**config.mk**
```make
export PLATFORM = sky130hd
export DESIGN_NAME = tref_mode_ctrl
export DESIGN_NICKNAME = d
export VERILOG_FILES = /design/src/rtl/tref_pkg.sv /design/src/rtl/tref_qual.sv /design/src/rtl/tref_hist.sv /design/src/rtl/tref_mode_ctrl.sv
export SDC_FILE = /design/constraint.sdc
export NUM_CORES = 1
export LEC_CHECK = 0
export ABC_CLOCK_PERIOD_IN_PS = 3100
export BUFFER_PORTS_ARGS = -buffer_cell sky130_fd_sc_hd__buf_2
export CORE_MARGIN = 2
export CORE_UTILIZATION = 44
export CTS_CLUSTER_DIAMETER = 100
export DETAILED_ROUTE_END_ITERATION = 10
export GPL_TIMING_DRIVEN = 0
export PLACE_DENSITY_LB_ADDON = 0.1
export SLEW_MARGIN = 5
export SYNTH_ARGS = -nofsm -noshare
export SYNTH_HDL_FRONTEND = slang
export SYNTH_SLANG_ARGS = --single-unit
```
**constraint.sdc**
```tcl
create_clock -name clk -period 3.1 [get_ports clk]
set_input_delay 0 -clock clk [delete_from_list [all_inputs] [get_ports clk]]
set_output_delay 0 -clock clk [all_outputs]
set_load 0.02 [all_outputs]
```
**src/rtl/tref_pkg.sv**
```systemverilog
package tref_pkg;
   typedef enum logic [1:0] {
      ST_FREE  = 2'd0,
      ST_TRACK = 2'd1,
      ST_HOLD  = 2'd2
   } tref_state_e;

   localparam logic [2:0] MD_FREE = 3'd0;
   localparam logic [2:0] MD_EXT  = 3'd1;
   localparam logic [2:0] MD_THRU = 3'd2;
   localparam logic [2:0] MD_LINE = 3'd3;
   localparam logic [2:0] MD_LOOP = 3'd4;

   localparam logic [1:0] RF_LOCAL = 2'd0;
   localparam logic [1:0] RF_EXT   = 2'd1;
   localparam logic [1:0] RF_EAST  = 2'd2;
   localparam logic [1:0] RF_WEST  = 2'd3;
endpackage

```
**src/rtl/tref_qual.sv**
```systemverilog
module tref_qual #(
   parameter int QUAL_CYCLES = 8
) (
   input  logic clk,
   input  logic rst_n,
   input  logic ok,
   input  logic clr,
   output logic full
);
   localparam int QW = $clog2(QUAL_CYCLES + 1);
   localparam logic [QW-1:0] QMAX = QW'(QUAL_CYCLES);

   logic [QW-1:0] qcnt;

   always_ff @(posedge clk or negedge rst_n) begin
      if (!rst_n)                qcnt <= '0;
      else if (clr || !ok)       qcnt <= '0;
      else if (qcnt != QMAX)     qcnt <= qcnt + 1'b1;
   end

   assign full = (qcnt == QMAX);

   // a clear always removes qualified status on the next cycle
   a_r2_clear_drops_full: assert property (@(posedge clk) disable iff (!rst_n)
      clr |=> !full);
endmodule

```
**src/rtl/tref_hist.sv**
```systemverilog
module tref_hist #(
   parameter int          FW      = 16,
   parameter int          AVG_LOG = 2,
   parameter logic [FW-1:0] NOMINAL = '0
) (
   input  logic          clk,
   input  logic          rst_n,
   input  logic          load,
   input  logic          capture,
   input  logic [FW-1:0] sample,
   output logic [FW-1:0] hold_word
);
   localparam int DEPTH = 1 << AVG_LOG;
   localparam int SW    = FW + AVG_LOG;

   logic [FW-1:0] win [DEPTH];
   logic [SW-1:0] sum;

   always_ff @(posedge clk or negedge rst_n) begin
      if (!rst_n)       win[0] <= '0;
      else if (load)    win[0] <= sample;
   end

   for (genvar g = 1; g < DEPTH; g++) begin : g_tap
      always_ff @(posedge clk or negedge rst_n) begin
         if (!rst_n)    win[g] <= '0;
         else if (load) win[g] <= win[g-1];
      end
   end

   always_comb begin
      sum = '0;
      for (int i = 0; i < DEPTH; i++) sum = sum + SW'(win[i]);
   end

   always_ff @(posedge clk or negedge rst_n) begin
      if (!rst_n)       hold_word <= NOMINAL;
      else if (capture) hold_word <= sum[SW-1:AVG_LOG];
   end
endmodule

```
**src/rtl/tref_mode_ctrl.sv**
```systemverilog
module tref_mode_ctrl
   import tref_pkg::*;
#(
   parameter int            FW          = 16,
   parameter int            AVG_LOG     = 2,
   parameter int            QUAL_CYCLES = 8,
   parameter logic [FW-1:0] NOMINAL     = 16'h8000
) (
   input  logic          clk,
   input  logic          rst_n,
   input  logic [2:0]    prov_mode,
   input  logic [1:0]    line_dir,
   input  logic          backup_en,
   input  logic          prov_esf,
   input  logic          prov_b8zs,
   input  logic          ext_ok,
   input  logic          east_ok,
   input  logic          west_ok,
   input  logic [FW-1:0] freq_in,
   output logic [1:0]    state_o,
   output logic [1:0]    sel_o,
   output logic [FW-1:0] freq_word,
   output logic          holdover_o,
   output logic          recovered_o,
   output logic          ref_esf_o,
   output logic          ref_b8zs_o
);
   if (FW < 2) begin : g_bad_fw
      $error("FW too small");
   end
   if (QUAL_CYCLES < (1 << AVG_LOG)) begin : g_bad_qual
      $error("QUAL_CYCLES must cover the averaging window");
   end

   tref_state_e   state_q, state_d;
   logic [1:0]    sel_q, sel_d, alt;
   logic [2:0]    mode_q;
   logic [3:0]    ref_ok;
   logic          sel_ok, alt_ok, is_line, sel_line, mode_chg, rec_d;
   logic          qclr, qfull, load, capture;
   logic [FW-1:0] hold_word;

   assign ref_ok   = {west_ok, east_ok, ext_ok, 1'b1};
   assign sel_ok   = ref_ok[sel_q];
   assign alt      = (sel_q == RF_EAST) ? RF_WEST : RF_EAST;
   assign alt_ok   = ref_ok[alt];
   assign is_line  = (mode_q == MD_LINE) || (mode_q == MD_LOOP);
   assign sel_line = (sel_q == RF_EAST) || (sel_q == RF_WEST);
   assign mode_chg = (prov_mode != mode_q);

   always_comb begin
      state_d = state_q;
      sel_d   = sel_q;
      rec_d   = 1'b0;
      if (mode_chg) begin
         case (prov_mode)
            MD_EXT:           begin state_d = ST_TRACK; sel_d = RF_EXT;  end
            MD_THRU:          begin state_d = ST_TRACK; sel_d = RF_EAST; end
            MD_LINE, MD_LOOP: begin
               state_d = ST_TRACK;
               sel_d   = (line_dir == 2'd1) ? RF_WEST : RF_EAST;
            end
            default:          begin state_d = ST_FREE;  sel_d = RF_LOCAL; end
         endcase
      end else begin
         case (state_q)
            ST_TRACK: if (!sel_ok) begin
               if (is_line && sel_line && (line_dir[1] || backup_en) && alt_ok)
                  sel_d = alt;
               else if (is_line && backup_en && ext_ok && sel_q != RF_EXT)
                  sel_d = RF_EXT;
               else
                  state_d = ST_HOLD;
            end
            ST_HOLD: if (sel_ok && qfull) begin
               state_d = ST_TRACK;
               rec_d   = 1'b1;
            end
            default: ;
         endcase
      end
   end

   always_ff @(posedge clk or negedge rst_n) begin
      if (!rst_n) begin
         state_q     <= ST_FREE;
         sel_q       <= RF_LOCAL;
         mode_q      <= MD_FREE;
         recovered_o <= 1'b0;
         ref_esf_o   <= 1'b0;
         ref_b8zs_o  <= 1'b0;
      end else begin
         state_q     <= state_d;
         sel_q       <= sel_d;
         mode_q      <= prov_mode;
         recovered_o <= rec_d;
         ref_esf_o   <= prov_esf;
         ref_b8zs_o  <= prov_b8zs;
      end
   end

   assign qclr    = mode_chg || (state_d != state_q) || (sel_d != sel_q);
   assign load    = !mode_chg && (state_q == ST_TRACK) && sel_ok;
   assign capture = load && qfull;

   tref_qual #(.QUAL_CYCLES(QUAL_CYCLES)) u_qual (
      .clk(clk), .rst_n(rst_n), .ok(sel_ok), .clr(qclr), .full(qfull)
   );

   tref_hist #(.FW(FW), .AVG_LOG(AVG_LOG), .NOMINAL(NOMINAL)) u_hist (
      .clk(clk), .rst_n(rst_n), .load(load), .capture(capture),
      .sample(freq_in), .hold_word(hold_word)
   );

   always_comb begin
      case (state_q)
         ST_TRACK: freq_word = freq_in;
         ST_HOLD:  freq_word = hold_word;
         default:  freq_word = NOMINAL;
      endcase
   end

   assign state_o    = state_q;
   assign sel_o      = sel_q;
   assign holdover_o = (state_q == ST_HOLD);

   // free running never leads into holdover
   a_r4_free_no_hold: assert property (@(posedge clk) disable iff (!rst_n)
      (state_o == ST_FREE) |=> (state_o != ST_HOLD));
   // a failed reference in tracking forces a state or selection change
   a_r3_fail_moves: assert property (@(posedge clk) disable iff (!rst_n)
      (state_o == ST_TRACK && !sel_ok && !mode_chg) |=>
      (state_o != ST_TRACK || sel_o != $past(sel_o)));
   // the oscillator word is frozen across holdover cycles
   a_r6_hold_frozen: assert property (@(posedge clk) disable iff (!rst_n)
      (holdover_o && !mode_chg) |=> (!holdover_o || $stable(freq_word)));
   // recovery pulse only when arriving in tracking from holdover
   a_r8_recover_from_hold: assert property (@(posedge clk) disable iff (!rst_n)
      $rose(recovered_o) |-> (state_o == ST_TRACK && $past(holdover_o)));
   // recovery pulse lasts one cycle
   a_r8_pulse_single: assert property (@(posedge clk) disable iff (!rst_n)
      recovered_o |=> !recovered_o);
endmodule

```
[After elaboration in Yosys (flattened, before gate mapping)]
Cells that the tools add are included.
Cells by class
  shift operators: 0
  multiplexer cells: 25
  divide/modulo/power cells: 0
  multipliers: 0
  reductions and logical operators: 21
  bitwise logic cells: 0
  magnitude comparators: 2
  eq/ne operators: 17
  $add $sub $neg: 4
Operator list (count)
  18-bit by 16-bit adder with 18-bit output: 2
  16-bit case mux with 2 select lines: 1
  2-bit two-way mux: 10
  16-bit by 16-bit adder with 17-bit output: 1
  1-bit logical AND: 10
  3-bit by 2-bit equality test with 1-bit output, second input constant: 3
  1-bit two-way mux: 8
  4-bit two-way mux: 2
  2-bit equality test, second input constant: 3
  3-bit equality test, second input constant: 2
  1-bit logical OR: 6
  2-bit by 3-bit < comparator with 1-bit output, second input constant: 2
  2-bit case mux with 3 select lines: 1
  4-bit by 1-bit adder with 4-bit output, second input constant: 1
  1-bit binary-select mux with 2-bit select: 2
  2-bit by 1-bit equality test with 1-bit output, second input constant: 2
  4-bit equality test, second input constant: 1
  2-bit inequality test: 2
  4-bit inequality test, second input constant: 1
  2-bit case mux with 2 select lines: 1
  4-bit OR reduction: 1
  3-bit by 1-bit equality test with 1-bit output, second input constant: 1
  3-bit inequality test: 1
  1-bit logical NOT: 2
  other kinds (3): 3
Word-level totals
  bits in registers: 94
  output and inout bits: 24
  RAM bits: 0
  bits in read-only memories: 0
  memories: 0
  latch bits: 0
  input bits: 29
  word-level logic and storage cells: 81

[Logic depth before layout (Yosys ltp)]
Gate-level depths: netlist (run 1).
  depth in word-level cells: 15
  gate-level depth with buffers: 13

[Modules after synthesis]
Synthesis (run 1) repeated with hierarchy kept, for this count alone.
Unflattened totals
  cells, all modules: 540
  area, all modules: 5931.9 um2
Modules (own cells, without submodules)
  tref_hist: seq. area each 2003.2 um2, instances 1, cells each 401, area each 4738.3 um2
  tref_mode_ctrl: seq. area each 250.2 um2, instances 1, cells each 117, area each 925.9 um2
  tref_qual: seq. area each 100.1 um2, instances 1, cells each 22, area each 267.8 um2

[Worst setup path after synthesis (run 1)]
Ideal clock, no wire load.
  kind: register to register
  start point: register u_hist.win[22] in the netlist's numbering
  end point: register u_hist.hold_word[14]
  slack: -0.006 ns
  period minus slack after synthesis: 3.106 ns
  stages on the path, launching flop included: 13
  data required time: 2.969 ns
  data arrival time: 2.974 ns
  buffers on the path: 0
  library setup time: 0.131 ns
  cells stage by stage: dfrtp_1 inv_1 fa_1 fa_1 inv_1 ha_1 a21o_1 a211o_2 a41oi_2 o211ai_1 a31oi_1 xor2_1 o21ai_1
On the way
  word-level cells in the longest chain between the ends: 2
RTL lines
  start, declared: line tref_hist.sv:16  | logic [FW-1:0] win [DEPTH];
  start signal, assigned by index: line tref_hist.sv:27  | else if (load) win[g] <= win[g-1];
  18-bit by 16-bit adder with 18-bit output (2 in a row): line tref_hist.sv:33  | for (int i = 0; i < DEPTH; i++) sum = sum + SW'(win[i]);
  end signal, assigned: line tref_hist.sv:38  | else if (capture) hold_word <= sum[SW-1:AVG_LOG];
  end, declared: line tref_hist.sv:11  | output logic [FW-1:0] hold_word
Every way passes these cells.
A chain may end at the register's enable or synchronous reset.

[Final worst setup path (run 1)]
  start point: register u_hist.win[35] in the netlist's numbering
  end point: register u_hist.hold_word[14]
On the way
  word-level cells in the longest chain between the ends: 3
RTL lines (line)
  16-bit by 16-bit adder with 17-bit output: tref_hist.sv:33
  18-bit by 16-bit adder with 18-bit output (2 in a row): tref_hist.sv:33
Every way passes these cells.

==> results.cfg, run 1 <==
[yosys]
ys_warn_count = 0
yosysUniqueCellTypes = 58
yosys-top-cells-area = dfrtp_1 42%, fa_1 12%, mux2_2 8.4%
syn_avg_cell_area_um2 = 10.7
synth_cells = 512
synth_seq_area_share = 0.429
synth_nets = 592
synth_top_area_frac = 0.424
synth-edff-count = 0
synth_ff_type = dfrtp_1
syn_area_mm2 = 0.00548
synth_area_leader_cell = dfrtp_1
async_reset_ff_frac = 1.00
ys_ff_latch = 94

[floorplan]
die_h_um = 116
core.rowCount = 40
dieArea_mm2 = 0.0134
fp.dieW_um = 116
pin_count = 53
coreArea_mm2 = 0.0121
initial_core_util = 0.453

[worst_setup_path]
crit_path_start_kind = flop
worstReg2RegStart = u_hist.win[35]$_DFFE_PN0P_
required_ns = 3.32
crit_path_max_fanout = 3
reg2reg_depth = 12
worstSetupEndpointType = flop
crit_end = u_hist.hold_word[14]$_DFFE_PN0P_
critPathLaunch = u_hist.win[35]$_DFFE_PN0P_
ff2ff_setup_slack_ns = -0.06
worstReg2RegEnd = u_hist.hold_word[14]$_DFFE_PN0P_
path_class = reg -> reg
cp.arrival_ns = 3.38

[layout]
seqCellArea_mm2 = 0.00235
nets = 688
nFillCells = 1106
multi_input_area_mm2 = 0.00293
drive_gt1_frac = 0.276
design_area_mm2 = 0.00670
diodes = 0
syn2layout_area_growth_pct = 22.2

[timing]
hold_viol = 0
max_clock_freq_ghz = 0.316
relSlewSlack = 0.500
worstMarginPinSlew_ns = 0.731
skew_ns = 0.00591
finalCriticalPeriod_ns = 3.16
setup_violations = 3
worst_slack_ns = -0.0648
fin_crit_sh = 1.02
rsz0062_at_grt = true
maxSlewViolCount = 0

[clock_network]
cts_buffers = 9
htreeDepth = 3
clkSlewWorstSetupHoldPaths_ns = 0.07
cts_tree = built
clkSinkCount = 94
clock-root-buffer = clkbuf_16
clock_latency_ns = 0.35
clk_path_buf_depth = 2

[global_route]
grt_pass1_vias = 4073
grt_max_degree = 49
grt_overflow = 0
grt_pass1_wl_mm = 19.8
antenna_found_initial = 0
gr-usage-all-layers = 0.193

[place]
numPortBuffers = 52
place_congestion = 0.821
placed_cell_area_mm2 = 0.00600
dp_hpwl_mm = 8.70

[routing]
via_per_inst = 5.07
wl_per_cell_um = 15.2
drc = 0
vias = 3961
drt.antenna.violating_nets = 0
drtIter0Drc = 110
wl_mm = 11.9
firstDrtPassIters = 4

[flow_run]
cap_violations = 0

[status]
outcome = complete, but fails checks
violations = setup timing

[min_path]
hold_path_class = in -> reg
[worst min path at each step]
stage / startpoint / endpoint / slack [ns] / cells past startpoint
floorplan: rst_n / mode_q[0]$_DFF_PN0_ / -0.30 / 0
finish: line_dir[0] / sel_o[0]$_DFF_PN0_ / 0.09 / 5
global placement: prov_b8zs / ref_b8zs_o$_DFF_PN0_ / 0.11 / 1
CTS: line_dir[0] / sel_o[0]$_DFF_PN0_ / 0.07 / 5
global route: line_dir[0] / sel_o[0]$_DFF_PN0_ / 0.18 / 5
detailed placement: rst_n / u_hist.win[50]$_DFFE_PN0P_ / 0.07 / 1
[cells in the final DEF, fill, tap and decap left out, types with 3 or more instances in the layout]
cell	netlist	final
nor3_1	3	3
nor2_1	33	32
nand2_1	55	54
o21a_1	6	6
a21oi_1	12	12
o21ai_2	1	3
o21ai_0	45	43
ha_1	19	11
dlygate4sd3_1	0	22
xnor2_1	8	8
ha_4	0	3
a21o_1	3	3
clkbuf_1	13	13
nand2b_1	4	4
buf_4	0	11
buf_2	5	56
a22oi_1	16	16
a31oi_1	4	4
inv_1	56	45
fa_1	32	31
o21ai_1	7	7
mux2_2	41	41
inv_2	0	11
dfrtp_1	93	93
xor2_1	11	11
ha_2	0	5
clkbuf_16	0	9
[layer usage]
layer	wire length, um	GRT usage
met5	0	0
met4	254	0.0817
met3	239	0.0293
met2	5850	0.319
met1	5540	0.256
[registers in the layout, indices dropped and copies added, names as in the netlist]
register	flops
sel_o	2
u_qual.qcnt	4
u_hist.hold_word	16
mode_q	3
ref_esf_o	1
recovered_o	1
u_hist.win	64
state_o	2
ref_b8zs_o	1
[cell usage after synthesis, types with 4 or more instances]
cell type and count:
dfrtp_1 93, inv_1 56, nand2_1 55, o21ai_0 45
mux2_2 41, nor2_1 33, fa_1 32, ha_1 19
a22oi_1 16, clkbuf_1 13, a21oi_1 12, xor2_1 11
xnor2_1 8, o21ai_1 7, o21a_1 6, buf_2 5
a31oi_1 4, nand2b_1 4
[area by class of cell]
type | instances | area share
multi-input cells | 342 | 0.437
flip-flops and latches | 94 | 0.351
repair buffers | 85 | 0.0874
clock buffers | 9 | 0.0336
inverters | 56 | 0.0314
well taps | 168 | 0.0314
clock inverters | 7 | 0.0146
plain buffers | 20 | 0.0133
[worst max-delay path, stage by stage, from the launching register on]
cell and delay, ns:
dfrtp_1 0.36, inv_2 0.05, fa_1 0.53, inv_1 0.05
fa_1 0.48, ha_4 0.19, or3_1 0.38, a31o_1 0.23
a41oi_4 0.23, o211ai_1 0.13, a31oi_1 0.18, xor2_1 0.16
o21ai_1 0.07
[cell families (layout without fill, tap and decap cells)]
kind of cell / count (synthesis) / after routing / share of synthesized area
buffers and inverters: 76 / 177 / 0.0545
AND/OR/NAND/NOR: 109 / 109 / 0.0885
AO/OA/AOI/OAI: 121 / 121 / 0.149
multiplexers: 42 / 42 / 0.0883
flip-flops: 94 / 94 / 0.429
XOR/XNOR: 19 / 19 / 0.0303
adder cells (fa/ha/maj): 51 / 51 / 0.160
[through the flow]
step / utilization / setup TNS [ns] / hold WS [ns] / setup WS [ns] / std cells
detailed placement: 0.495 / -0.979 / 0.0699 / -0.240 / 733
global placement: 0.493 / -0.917 / 0.110 / -0.239 / 732
CTS: 0.549 / -0.0775 / 0.0749 / -0.0485 / 777
global route: 0.553 / -0.675 / 0.184 / -0.185 / 781
floorplan: - / 0 / -0.296 / 0.0230 / 512
finish: 0.553 / -0.146 / 0.0866 / -0.0648 / 781
[what timing repair did]
action                                 CTS  global route
cloned                                   0             0
hold buffers                            22             0
pin swaps                               21             6
setup endpoints to repair                7            11
endpoints found under the hold margin   66             0
setup buffers                            6             5
gates resized for setup                 20            11
Power of run 1 is left out: the tool's default activity adds up to more than one toggle a clock period on the data nets, which glitch-free logic cannot reach.
==> inputs of run 2 (changes only) <==
Settings changed: ABC_CLOCK_PERIOD_IN_PS 3100 to 3300, GPL_TIMING_DRIVEN 0 to not set, PLACE_DENSITY_LB_ADDON 0.1 to not set.
Clock period 3.1 ns to 3.3 ns, I/O delays scaled along.
==> results.cfg, run 2 (same netlist as run 1, synthesis figures left out) <==
[status]
outcome = finished clean

[routing]
via_per_inst = 5.04
drt.antenna.violating_nets = 0
wl_per_cell_um = 14.2
vias = 3838
firstDrtPassIters = 4
drc = 0
drtIter0Drc = 188
wl_mm = 10.8

[worst_setup_path]
max_stage_delay_ns = 0.54
crit_path_start_kind = flop
worstReg2RegEnd = u_hist.hold_word[14]$_DFFE_PN0P_
worstPathCellList = inv_1, fa_1, inv_1, fa_1, ha_4, or3_1, a31o_1, a41oi_4, o211ai_1, a31oi_1, xor2_1, o21ai_1
ff2ff_setup_slack_ns = 0.08
cp.arrival_ns = 3.46
required_ns = 3.54
worstReg2RegStart = u_hist.win[3]$_DFFE_PN0P_
crit_path_max_fanout = 3
path_class = reg -> reg
reg2reg_depth = 12
crit_buf_inv = 2
crit_family = adder cells
crit_path_top_delay_cell = fa_1
critPathLaunch = u_hist.win[3]$_DFFE_PN0P_
crit_end = u_hist.hold_word[14]$_DFFE_PN0P_
crit_cells = 12
worstSetupEndpointType = flop

[place]
dp_hpwl_mm = 7.72
place_congestion = 0.805
numPortBuffers = 52

[timing]
fin_setup_tns_ns = 0
setup_violations = 0
fin_crit_sh = 0.976
maxSlewViolCount = 0
hold_viol = 0
finalCriticalPeriod_ns = 3.22
relSlewSlack = 0.384
max_clock_freq_ghz = 0.311
rsz0062_at_grt = true
skew_ns = 0.00949
worstMarginPinSlew_ns = 0.924

[clock_network]
clock-root-buffer = clkbuf_16
clkSlewWorstSetupHoldPaths_ns = 0.07
clkSinkCount = 94
clock_latency_ns = 0.35
cts_tree = built
htreeDepth = 3
clk_path_buf_depth = 2
cts_buffers = 9

[flow_run]
cap_violations = 0

[layout]
nFillCells = 1082
reg_top3 = u_hist.win x64, u_hist.hold_word x16, u_qual.qcnt x4
drive_gt1_frac = 0.261
nets = 671
diodes = 0
regMostFlops = u_hist.win
syn2layout_area_growth_pct = 19.0
final_cell_mix = 93 x dfrtp_1, 54 x nand2_1, 51 x buf_2, 49 x inv_1, 45 x o21ai_0
post-route-util = 0.539
largest_register_ffs = 64
final_common_cell = dfrtp_1
multi_input_area_mm2 = 0.00291
seqCellArea_mm2 = 0.00235

[global_route]
grt_max_degree = 80
antenna_found_initial = 0
grt_pass1_wl_mm = 18.4
grt_overflow = 0
gr-usage-all-layers = 0.177
grt_pass1_vias = 3815

[floorplan]
dieArea_mm2 = 0.0134
coreArea_mm2 = 0.0121
fp.dieW_um = 116
core.rowCount = 40
pin_count = 53
initial_core_util = 0.453
die_h_um = 116

[min_path]
hold_path_class = in -> reg
min-delay-start = line_dir[0]
[run 2: cell types whose count changed in the layout (fill, tap and decap cells not counted), sizes merged]
| cell | previous run | this run |
|---|---|---|
| clkinvlp | 2 | 0 |
| inv | 57 | 56 |
| clkbuf | 22 | 12 |
| bufinv | 2 | 0 |
| buf | 70 | 66 |
[run 2: worst min path at each step]
stage / end / slack [ns] / cells past startpoint
after floorplan: mode_q[0]$_DFF_PN0_ / -0.30 / 0
after global placement: ref_b8zs_o$_DFF_PN0_ / 0.11 / 1
after detailed placement: ref_b8zs_o$_DFF_PN0_ / 0.11 / 1
after CTS: sel_o[0]$_DFF_PN0_ / 0.07 / 5
after global routing: sel_o[0]$_DFF_PN0_ / 0.13 / 5
final: sel_o[0]$_DFF_PN0_ / 0.07 / 5
[run 2: repair_timing]
action / in CTS / in global routing
endpoints found under the hold margin: 90 / 0
resized for setup: 0 / 21
buffers inserted: 0 / 5
hold buffers: 22 / 0
endpoints found under the setup margin: 0 / 6
[run 2: metal layers]
metal / part of all wire / vias up / wire length, um / global-route usage
li1: - / 1895 / - / -
met1: 0.46 / 1885 / 5010 / 0.233
met2: 0.50 / 45 / 5360 / 0.293
met3: 0.024 / 13 / 260 / 0.0335
met4: 0.018 / 0 / 190 / 0.0698
met5: 0 / - / 0 / 0
[run 2: through the flow]
stage | instances | instance area [um^2] | hold slack, ns | setup slack, ns
2_1_floorplan | 512 | 5480 | -0.296 | 0.194
3_3_place_gp | 721 | 5940 | 0.110 | 0.106
3_5_place_dp | 721 | 5940 | 0.110 | 0.0451
4_1_cts | 757 | 6420 | 0.0715 | 0.0231
5_1_grt | 762 | 6530 | 0.131 | -0.106
6_report | 762 | 6530 | 0.0671 | 0.0796
[run 2: final cells by class]
cell class,instances,share of cell area
clock buffers,12,0.0378
multi-input cells,342,0.446
clock inverters,2,0.00153
inverters,56,0.0322
well taps,168,0.0322
flip-flops and latches,94,0.361
repair buffers,88,0.0901
[run 2: worst min-delay path, cell delays in order]
cell      delay [ns]
buf_2           0.07
nand2b_1        0.06
nor2_1          0.09
o21ai_0         0.08
o21ai_0         0.07
Power of run 2 is left out for the same reason.
==> inputs of run 3 (changes only) <==
Settings changed: REMOVE_ABC_BUFFERS set to 1.
==> results.cfg, run 3 (same netlist as run 1, synthesis figures left out) <==
[place]
pre_cts_ws_ns = 0.00813
place_congestion = 0.803
placed_cell_area_mm2 = 0.00597
numPortBuffers = 52
dp_hpwl_mm = 7.86

[timing]
maxSlewViolCount = 0
setup_violations = 0
worstMarginPinSlew_ns = 0.958
hold_viol = 0
max_clock_freq_ghz = 0.312
worst_slack_ns = 0.0959
skew_ns = 0.0113
fin_crit_sh = 0.971
finalCriticalPeriod_ns = 3.20
fin_setup_tns_ns = 0
relSlewSlack = 0.361
hold_slack_ns = 0.0620
rsz0062_at_grt = true

[routing]
drtIter0Drc = 163
drt.antenna.violating_nets = 0
vias = 3895
firstDrtPassIters = 4
drc = 0
wl_mm = 11.0
wl_per_cell_um = 14.3
via_per_inst = 5.10

[worst_setup_path]
worstPathCellList = inv_1, fa_1, fa_1, inv_1, ha_1, a2111o_1, o21ai_1, nand2_2, o31ai_2, xor2_1, o21ai_0
crit_path_top_delay_cell = fa_1
crit_family = adder cells
crit_buf_inv = 2
crit_path_start_kind = flop
required_ns = 3.52
worstSetupEndpointType = flop
crit_path_max_fanout = 5
path_class = reg -> reg
cp.arrival_ns = 3.42
max_stage_delay_ns = 0.51

[clock_network]
clock_latency_ns = 0.35
cts_buffers = 9
htreeDepth = 3
cts_tree = built
clk_path_buf_depth = 2
clkSlewWorstSetupHoldPaths_ns = 0.06
clkSinkCount = 94
clock-root-buffer = clkbuf_16

[layout]
final_common_cell = dfrtp_1
nets = 671
syn2layout_area_growth_pct = 19.4
largest_register_ffs = 64
diodes = 0
drive_gt1_frac = 0.243
regMostFlops = u_hist.win
reg_top3 = u_hist.win x64, u_hist.hold_word x16, u_qual.qcnt x4
design_area_mm2 = 0.00655
final_cell_mix = 93 x dfrtp_1, 54 x inv_1, 54 x nand2_1, 51 x buf_2, 45 x o21ai_0

[floorplan]
initial_core_util = 0.453
pin_count = 53
coreArea_mm2 = 0.0121
fp.dieW_um = 116
die_h_um = 116
core.rowCount = 40
dieArea_mm2 = 0.0134

[global_route]
grt_pass1_wl_mm = 18.7
grt_max_degree = 77
grt_pass1_vias = 3957
gr-usage-all-layers = 0.180
grt_overflow = 0
antenna_found_initial = 0

[flow_run]
cap_violations = 0

[status]
outcome = finished clean

[min_path]
hold_path_class = in -> reg
[run 3: cell count changes in the layout (fill, tap and decap cells not counted), moves of 2 or more]
| cell | before | now |
|---|---|---|
| clkinv_2 | 2 | 0 |
| ha_2 | 5 | 2 |
| ha_1 | 12 | 16 |
| inv_2 | 7 | 2 |
| inv_1 | 49 | 54 |
| clkbuf_1 | 2 | 4 |
[run 3: repair_timing]
action                     CTS  global route
buffers inserted             0             2
gates cloned                 0             0
setup endpoints to repair    1             7
hold buffers                22             0
resized for setup            0            11
pin swaps                    1            12
hold endpoints to repair    95             0
[run 3: path summary, 6_finish.rpt]
kind | start | end | slack (ns) | cells after the start
worst min register to register | u_hist.win[8]$_DFFE_PN0P_ | u_hist.win[8]$_DFFE_PN0P_ | 0.48 | 2
max in group asynchronous | rst_n | u_hist.hold_word[0]$_DFFE_PN0P_ | 2.09 | 3
worst min-delay path | line_dir[0] | sel_o[0]$_DFF_PN0_ | 0.06 | 5
worst max-delay path | u_hist.win[24]$_DFFE_PN0P_ | u_hist.hold_word[11]$_DFFE_PN0P_ | 0.1 | 11
min in group asynchronous | rst_n | ref_esf_o$_DFF_PN0_ | 0.34 | 2
worst max register to register | u_hist.win[24]$_DFFE_PN0P_ | u_hist.hold_word[11]$_DFFE_PN0P_ | 0.1 | 11
[run 3: metal layers]
layer  wire (um)  track usage  up-vias
li1            -            -     1893
met4         324       0.0905        0
met1        4880        0.230     1925
met3         319       0.0350       21
met5           0            0        -
met2        5430        0.296       56
[run 3: area by class of cell]
type / instances / area (um^2)
Fill cell: 1095 / 5570
Multi-Input combinational cell: 342 / 2890
Sequential cell: 94 / 2350
Timing Repair Buffer: 88 / 588
Clock buffer: 15 / 268
Inverter: 56 / 210
Tap cell: 168 / 210
Clock inverter: 1 / 30.0
[run 3: worst register-to-register path: stages, from the launching register on]
cell	delay, ns
dfrtp_1	0.38
inv_1	0.09
fa_1	0.44
fa_1	0.51
inv_1	0.04
ha_1	0.35
a2111o_1	0.40
o21ai_1	0.19
nand2_2	0.12
o31ai_2	0.27
xor2_1	0.17
o21ai_0	0.11
[run 3: metrics by stage]
stage,std cells,utilization
after floorplan,492,-
after global placement,724,0.493
after detailed placement,724,0.493
after CTS,762,0.535
after global routing,764,0.540
final,764,0.540
Power of run 3 is left out for the same reason.
